[src/rtl/gpb_pkg.sv]
package gpb_pkg;

   // Register selector: bits 6:4 of the byte address
   typedef enum logic [2:0] {
      GRP_DOUT = 3'd0,
      GRP_OE   = 3'd1,
      GRP_DIN  = 3'd2,
      GRP_ISEL = 3'd3,
      GRP_IEN  = 3'd4,
      GRP_LEV  = 3'd5,
      GRP_POL  = 3'd6,
      GRP_STAT = 3'd7
   } grp_e;

   // Access kind: bits 3:2 of the byte address
   typedef enum logic [1:0] {
      ACC_PLAIN = 2'd0,
      ACC_SET   = 2'd1,
      ACC_CLR   = 2'd2,
      ACC_NONE  = 2'd3
   } acc_e;

   localparam int GRP_LSB   = 4;
   localparam int ACC_LSB   = 2;
   localparam int MAP_BITS  = 7;
   localparam int NUM_GRPS  = 8;

endpackage

[src/rtl/gpb_sync.sv]
module gpb_sync #(
   parameter int N      = 32,
   parameter int STAGES = 2
) (
   input  logic         clk,
   input  logic         rst_n,
   input  logic [N-1:0] pin_i,
   output logic [N-1:0] sync_o
);

   generate
      if (STAGES < 2) begin : g_bad_stages
         $error("gpb_sync: STAGES must be at least 2");
      end
   endgenerate

   logic [STAGES-1:0][N-1:0] chain_q;

   always_ff @(posedge clk) begin
      if (!rst_n) chain_q <= '0;
      else        chain_q <= {chain_q[STAGES-2:0], pin_i};
   end

   assign sync_o = chain_q[STAGES-1];

endmodule

[src/rtl/gpb_regfile.sv]
module gpb_regfile
   import gpb_pkg::*;
#(
   parameter int N      = 32,
   parameter int DATA_W = 32,
   parameter int ADDR_W = 8
) (
   input  logic              clk,
   input  logic              rst_n,
   input  logic              bus_wr,
   input  logic [ADDR_W-1:0] bus_addr,
   input  logic [DATA_W-1:0] bus_wdata,
   output logic [DATA_W-1:0] bus_rdata,
   input  logic [N-1:0]      din_i,
   input  logic [N-1:0]      stat_i,
   output logic [N-1:0]      dout_o,
   output logic [N-1:0]      oe_o,
   output logic [N-1:0]      isel_o,
   output logic [N-1:0]      ien_o,
   output logic [N-1:0]      lev_o,
   output logic [N-1:0]      pol_o,
   output logic [N-1:0]      stat_clr_o
);

   generate
      if (ADDR_W < MAP_BITS) begin : g_bad_addr
         $error("gpb_regfile: ADDR_W too small for the register map");
      end
      if (N > DATA_W) begin : g_bad_width
         $error("gpb_regfile: N must not exceed DATA_W");
      end
   endgenerate

   logic          hit;
   grp_e          grp;
   acc_e          acc;
   logic          wr_en;
   logic [N-1:0]  wdat;
   logic [NUM_GRPS-1:0][N-1:0] view;

   assign hit   = ((bus_addr >> MAP_BITS) == '0);
   assign grp   = grp_e'(bus_addr[GRP_LSB+2:GRP_LSB]);
   assign acc   = acc_e'(bus_addr[ACC_LSB+1:ACC_LSB]);
   assign wr_en = bus_wr && hit;
   assign wdat  = bus_wdata[N-1:0];

   logic unused_bits;
   assign unused_bits = ^{bus_addr[ACC_LSB-1:0], bus_wdata};

   for (genvar g = 0; g < NUM_GRPS; g++) begin : g_reg
      if (g == int'(GRP_DIN)) begin : g_ro_din
         assign view[g] = din_i;
      end else if (g == int'(GRP_STAT)) begin : g_ro_stat
         assign view[g] = stat_i;
      end else begin : g_rw
         logic [N-1:0] q;
         always_ff @(posedge clk) begin
            if (!rst_n) begin
               q <= '0;
            end else if (wr_en && (int'(grp) == g)) begin
               case (acc)
                  ACC_PLAIN: q <= wdat;
                  ACC_SET:   q <= q | wdat;
                  ACC_CLR:   q <= q & ~wdat;
                  default:   q <= q;
               endcase
            end
         end
         assign view[g] = q;
      end
   end

   assign dout_o = view[GRP_DOUT];
   assign oe_o   = view[GRP_OE];
   assign isel_o = view[GRP_ISEL];
   assign ien_o  = view[GRP_IEN];
   assign lev_o  = view[GRP_LEV];
   assign pol_o  = view[GRP_POL];

   assign stat_clr_o = (wr_en && grp == GRP_STAT && acc == ACC_CLR) ? wdat : '0;

   assign bus_rdata = hit ? DATA_W'(view[grp]) : '0;

   AST_SET_ORS_IN: assert property (@(posedge clk) disable iff (!rst_n)
      (wr_en && grp == GRP_DOUT && acc == ACC_SET)
      |=> ((dout_o & $past(wdat)) == $past(wdat)));

   AST_CLR_ZEROES: assert property (@(posedge clk) disable iff (!rst_n)
      (wr_en && grp == GRP_OE && acc == ACC_CLR)
      |=> ((oe_o & $past(wdat)) == '0));

   AST_NONE_ALIAS_QUIET: assert property (@(posedge clk) disable iff (!rst_n)
      (bus_wr && acc == ACC_NONE)
      |=> ($stable(dout_o) && $stable(ien_o) && $stable(isel_o)));

endmodule

[src/rtl/gpb_detect.sv]
module gpb_detect #(
   parameter int N       = 32,
   parameter bit IRQ_REG = 1'b0
) (
   input  logic         clk,
   input  logic         rst_n,
   input  logic [N-1:0] sync_i,
   input  logic [N-1:0] isel_i,
   input  logic [N-1:0] ien_i,
   input  logic [N-1:0] lev_i,
   input  logic [N-1:0] pol_i,
   input  logic [N-1:0] clr_i,
   output logic [N-1:0] stat_o,
   output logic         irq_o
);

   logic [N-1:0] prev_q;
   logic [N-1:0] stat_q;
   logic [N-1:0] evt;

   always_ff @(posedge clk) begin
      if (!rst_n) prev_q <= '0;
      else        prev_q <= sync_i;
   end

   // Mode code {pol, lev}: 0 falling, 1 low, 2 rising, 3 high
   for (genvar p = 0; p < N; p++) begin : g_pin
      logic s, pv, hit_lvl, hit_edg;
      assign s       = sync_i[p];
      assign pv      = prev_q[p];
      assign hit_lvl = ~(s ^ pol_i[p]);
      assign hit_edg = pol_i[p] ? (s & ~pv) : (~s & pv);
      assign evt[p]  = isel_i[p] & (lev_i[p] ? hit_lvl : hit_edg);
   end

   // A new event overrides a clear in the same clock
   always_ff @(posedge clk) begin
      if (!rst_n) stat_q <= '0;
      else        stat_q <= (stat_q & ~clr_i) | evt;
   end

   assign stat_o = stat_q;

   generate
      if (IRQ_REG) begin : g_irq_reg
         logic irq_q;
         always_ff @(posedge clk) begin
            if (!rst_n) irq_q <= 1'b0;
            else        irq_q <= |(stat_q & ien_i);
         end
         assign irq_o = irq_q;
      end else begin : g_irq_comb
         assign irq_o = |(stat_q & ien_i);
      end
   endgenerate

   AST_STAT_STICKY: assert property (@(posedge clk) disable iff (!rst_n)
      1'b1 |=> ((stat_q & $past(stat_q & ~clr_i)) == $past(stat_q & ~clr_i)));

   AST_UNSEL_QUIET: assert property (@(posedge clk) disable iff (!rst_n)
      1'b1 |=> ((stat_q & ~$past(stat_q) & ~$past(isel_i)) == '0));

   AST_EDGE_NEEDS_CHANGE: assert property (@(posedge clk) disable iff (!rst_n)
      1'b1 |=> ((stat_q & ~$past(stat_q) & ~$past(lev_i)
                 & ~($past(sync_i) ^ $past(prev_q))) == '0));

   AST_LEVEL_LATCHES: assert property (@(posedge clk) disable iff (!rst_n)
      1'b1 |=> ((stat_q & $past(isel_i & lev_i & ~(sync_i ^ pol_i)))
                == $past(isel_i & lev_i & ~(sync_i ^ pol_i))));

endmodule

[src/rtl/gpb_bank.sv]
module gpb_bank
   import gpb_pkg::*;
#(
   parameter int N           = 32,
   parameter int DATA_W      = 32,
   parameter int ADDR_W      = 8,
   parameter int SYNC_STAGES = 2,
   parameter bit IRQ_REG     = 1'b0
) (
   input  logic              clk,
   input  logic              rst_n,
   input  logic              bus_wr,
   input  logic [ADDR_W-1:0] bus_addr,
   input  logic [DATA_W-1:0] bus_wdata,
   output logic [DATA_W-1:0] bus_rdata,
   input  logic [N-1:0]      pin_in,
   output logic [N-1:0]      pin_out,
   output logic [N-1:0]      pin_oe,
   output logic              irq
);

   generate
      if (N < 1 || N > 32) begin : g_bad_n
         $error("gpb_bank: N must be 1 to 32");
      end
   endgenerate

   logic [N-1:0] sync_w, stat_w, clr_w;
   logic [N-1:0] isel_w, ien_w, lev_w, pol_w;

   gpb_sync #(.N(N), .STAGES(SYNC_STAGES)) u_sync (
      .clk    (clk),
      .rst_n  (rst_n),
      .pin_i  (pin_in),
      .sync_o (sync_w)
   );

   gpb_regfile #(.N(N), .DATA_W(DATA_W), .ADDR_W(ADDR_W)) u_regs (
      .clk        (clk),
      .rst_n      (rst_n),
      .bus_wr     (bus_wr),
      .bus_addr   (bus_addr),
      .bus_wdata  (bus_wdata),
      .bus_rdata  (bus_rdata),
      .din_i      (sync_w),
      .stat_i     (stat_w),
      .dout_o     (pin_out),
      .oe_o       (pin_oe),
      .isel_o     (isel_w),
      .ien_o      (ien_w),
      .lev_o      (lev_w),
      .pol_o      (pol_w),
      .stat_clr_o (clr_w)
   );

   gpb_detect #(.N(N), .IRQ_REG(IRQ_REG)) u_det (
      .clk    (clk),
      .rst_n  (rst_n),
      .sync_i (sync_w),
      .isel_i (isel_w),
      .ien_i  (ien_w),
      .lev_i  (lev_w),
      .pol_i  (pol_w),
      .clr_i  (clr_w),
      .stat_o (stat_w),
      .irq_o  (irq)
   );

endmodule

[config.mk]
export PLATFORM = sky130hd
export DESIGN_NAME = gpb_bank
export DESIGN_NICKNAME = d
export VERILOG_FILES = /design/src/rtl/gpb_pkg.sv /design/src/rtl/gpb_sync.sv /design/src/rtl/gpb_regfile.sv /design/src/rtl/gpb_detect.sv /design/src/rtl/gpb_bank.sv
export SDC_FILE = /design/constraint.sdc
export NUM_CORES = 1
export LEC_CHECK = 0
export ABC_AREA = 0
export CAP_MARGIN = 20
export CORE_ASPECT_RATIO = 0.7
export CORE_UTILIZATION = 45
export CTS_CLUSTER_SIZE = 30
export DETAILED_ROUTE_END_ITERATION = 7
export DONT_BUFFER_PORTS = 1
export SETUP_SLACK_MARGIN = 0.2
export SLEW_MARGIN = 40
export SYNTH_ARGS = -nofsm -noshare
export SYNTH_HDL_FRONTEND = slang
export SYNTH_SLANG_ARGS = --single-unit
[constraint.sdc]
create_clock -name clk -period 2.2 [get_ports clk]
set_input_delay 0.22 -clock clk [delete_from_list [all_inputs] [get_ports clk]]
set_output_delay 0.22 -clock clk [all_outputs]
set_load 0.05 [all_outputs]
==> results by group <==
Status
  • Status: complete, but fails checks
  • Failing checks: negative setup slack

CTS
  • Clock sink count: between 300 and 400
  • Clk slew on worst S/H paths: approximately 0.06 ns
  • Inserted Clock Buffers: 31
  • H-tree depth: 1
  • Root Buffer: clkbuf_16
  • CTS tree: built
  • Clk_lat worst skew: 0.57 ns
  • Max Buffers Root-to-Sink: 3

Power and ir drop
  • Leak pwr: 6.439 nW
  • Reg power frac: 47.7%
  • Max VDD drop: approximately 0.0005 V
  • Logic pwr share: between 10% and 20%
  • Pwr/cell area: ~710 nW/um^2
  • P_int: just over 9 mW
  • Tot Pwr: about 12 mW
  • Switching share of power: approximately a quarter
  • Clock Power Share: ~41%
  • Psw: between 3 and 4 mW

GRT
  • Initial antenna violation count: 0
  • Total gr overflow: 0
  • Pin count of the biggest net entering global routing: 132
  • First-pass GRT wire length: between 70 and 80 mm
  • Tot GR Track Use: 30.34%
  • Vias in the first global route: 12278

Place
  • GP Congestion: between 0.8 and 0.9
  • Post-Place Cells: approximately 1800
  • Post-DP HPWL: 29.02 mm
  • Port bufs: 0

Floorplanning
  • IO Count: between 150 and 200
  • Die height: around 150 um
  • Starting Density: between 40% and 50%
  • Core box area: roughly 31000 um^2
  • Die Wd: around 220 um
  • Die ar.: 32700 um^2
  • Row count: 54

Layout
  • Synthesis-to-finish area growth: 22.67%
  • Share of cells above drive strength 1: 20.52%
  • Final nets: between 1500 and 2000
  • Fillers: roughly 2700
  • Finished Layout Cells: about 2000
  • Ant diodes: 0

Yosys
  • Seq/Total Area, Yosys: 44.53%
  • Most frequent cell after synthesis: dfxtp_1
  • Netlist Area Pre-Place: ~14000 um^2
  • Main synth FF type: dfxtp_1
  • Synth top area share: 44.53%
  • Number of synthesized register bits: 320
  • Dominant cells by area after synthesis: dfxtp_1 45%, a211oi_1 10%, a31oi_1 8.3%
  • Async set-reset flop share out of synthesis: 0%
  • Yosys warns: 0
  • Synthesized Nets: ~1500
  • Commonest cells in the netlist: 320 x dfxtp_1, 192 x a211oi_1, 192 x a31oi_1, 117 x clkbuf_1, 100 x and2_1
  • Post-synth EDFFs: 0
  • Synthesized area per cell: about 10 um^2
  • Cell taking the most area after synthesis: dfxtp_1
  • Unique masters post-synth: 30
  • Post-Syn Instances: 1442

Min path
  • Worst Hold Path Cells: 4
  • Worst Hold Class: in2reg

Timing
  • Final WS setup: -0.05384 ns
  • Worst rel slew slack: 56.73%
  • Unrepaired setup endpoints after global routing: yes
  • Max Slew Vio Count: 0
  • Fin Clk Skew: ~0.010 ns
  • Period Utilization, post-route: 102.4%
  • Least-Margin Pin Slew: ~0.65 ns
  • Final setup violation count: 1
  • Final setup TNS: -0.05384 ns
  • Hold WS: 0.05356 ns
  • Fmax: 0.4437 GHz
  • Final hold violation count: 0
  • Post-layout min period: between 2 and 2.5 ns

Drt
  • Final wirelength: around 50 mm
  • Via density: 6.588
  • DRC Markers: 0
  • Initial detailed-routing violation count: approximately 1400
  • Antenna-violating nets left: 0
  • DRT Pass-1 Iters: 5
  • Via count: approximately 13000
  • Avg WL per Cell: around 26 um

Setup path
  • Crit path to: irq
  • RR Startpoint: u_regs.dout_o[10]
  • Crit Path Class: reg2out
  • CP Cell Sequence: a22oi_2 > nand4_1 > or4_4
  • CP required: 1.98 ns
  • Worst setup path startpoint: u_regs.ien_o[17]
  • R2r endpoint: u_regs.dout_o[10]
  • Worst path max stage delay: a little under 0.7 ns
  • CP arrival: about 2 ns
  • Crit-path max FO: 3
  • Critical-path top delay cell: or4_4
  • CP endpoint kind: output port
  • Critical path launch point type: register
  • Reg2Reg Depth: 3
  • R2r setup slk: between 1 and 1.5 ns

Flow run
  • Maxcap violations: 0
## worst min-delay path by stage
stage | slack, ns | endpoint | from
floorplan | 0.35 | u_sync.chain_q[0] | pin_in[0]
global placement | 0.35 | u_sync.chain_q[13] | pin_in[13]
detailed placement | 0.35 | u_sync.chain_q[19] | pin_in[19]
CTS | 0.02 | u_regs.dout_o[27] | bus_wdata[27]
global route | 0.06 | u_regs.ien_o[27] | bus_wdata[27]
finish | 0.05 | u_regs.ien_o[17] | bus_wdata[17]
## cells by family (layout without fill, tap and decap cells)
logic type | count (synthesis) | in the layout | synth area share [%]
compound gates | 560 | 560 | 28.11
xor+xnor | 64 | 64 | 3.896
fa+ha+maj | 3 | 3 | 0.2609
buf+inv | 219 | 312 | 6.340
flops | 320 | 320 | 44.53
mux | 96 | 96 | 9.462
simple gates | 180 | 180 | 7.409
## layout by cell type, fill, tap and decap left out, drive strengths merged, types with 33 or more instances in the layout
| master | instances |
|---|---|
| a211oi | 192 |
| inv | 36 |
| buf | 127 |
| and2 | 103 |
| a31oi | 192 |
| mux2i | 64 |
| nand2 | 33 |
| nor2b | 34 |
| dlygate4sd3 | 93 |
| dfxtp | 320 |
| clkbuf | 50 |
## power by group through the flow
stage	Sequential (mW)	Combinational (mW)	Clock [mW]
5_1_grt	5.97	1.52	5.40
3_3_place_gp	6.11	1.13	0
4_1_cts	5.97	1.39	5.15
3_5_place_dp	6.11	1.14	0
2_1_floorplan	6.12	0.915	0
6_report	5.97	1.45	5.08
## stage by stage
stage / area [um^2] / utilization (%) / worst slack, ns
after floorplan: 14390 / - / 0.3841
after global placement: 15270 / 48.82 / 0.3020
after detailed placement: 15270 / 48.82 / 0.2742
after CTS: 17440 / 55.75 / -0.008854
after global routing: 17650 / 56.42 / -0.03001
final: 17650 / 56.42 / -0.05384
## critical path: cells and delay by family (launching register included)
kind / cells / cell delay [ns]
simple gates: 2 / 0.82
compound gates: 1 / 0.30
flops: 1 / 0.34
## flip-flops by register name, summed over array words and instances (netlist names)
name / flops
u_det.prev_q: 32
u_det.stat_o: 32
u_regs.dout_o: 32
u_regs.ien_o: 32
u_regs.isel_o: 32
u_regs.lev_o: 32
u_regs.oe_o: 32
u_regs.pol_o: 32
u_sync.chain_q: 32
u_sync.sync_o: 32
## per-layer routing
layer	share of wire [%]	track usage (%)	up-vias
met2	44	46.86	641
li1	-	-	5712
met1	45	43.05	6433
met4	2.2	7.730	0
met5	0	0	-
met3	9.2	6.367	94
## repair_timing
item | CTS | global route
hold endpoints to repair | 320 | 0
pin swaps | 6 | 14
hold buffers | 94 | 0
gates resized for setup | 90 | 70
setup buffers | 2 | 2
setup endpoints to repair | 27 | 32
## area by class of cell
| cell class | count | area [um^2] | area share [%] |
|---|---|---|---|
| clock inverter | 6 | 30.03 | 0.1701 |
| tap | 420 | 525.5 | 2.977 |
| timing repair buffer | 220 | 2203 | 12.48 |
| clock buffer | 50 | 917.1 | 5.196 |
| sequential | 320 | 6551 | 37.12 |
| multi-input combinational | 903 | 7282 | 41.26 |
| inverter | 36 | 140.1 | 0.7940 |
Note: power is estimated with default switching activity, not from simulation.
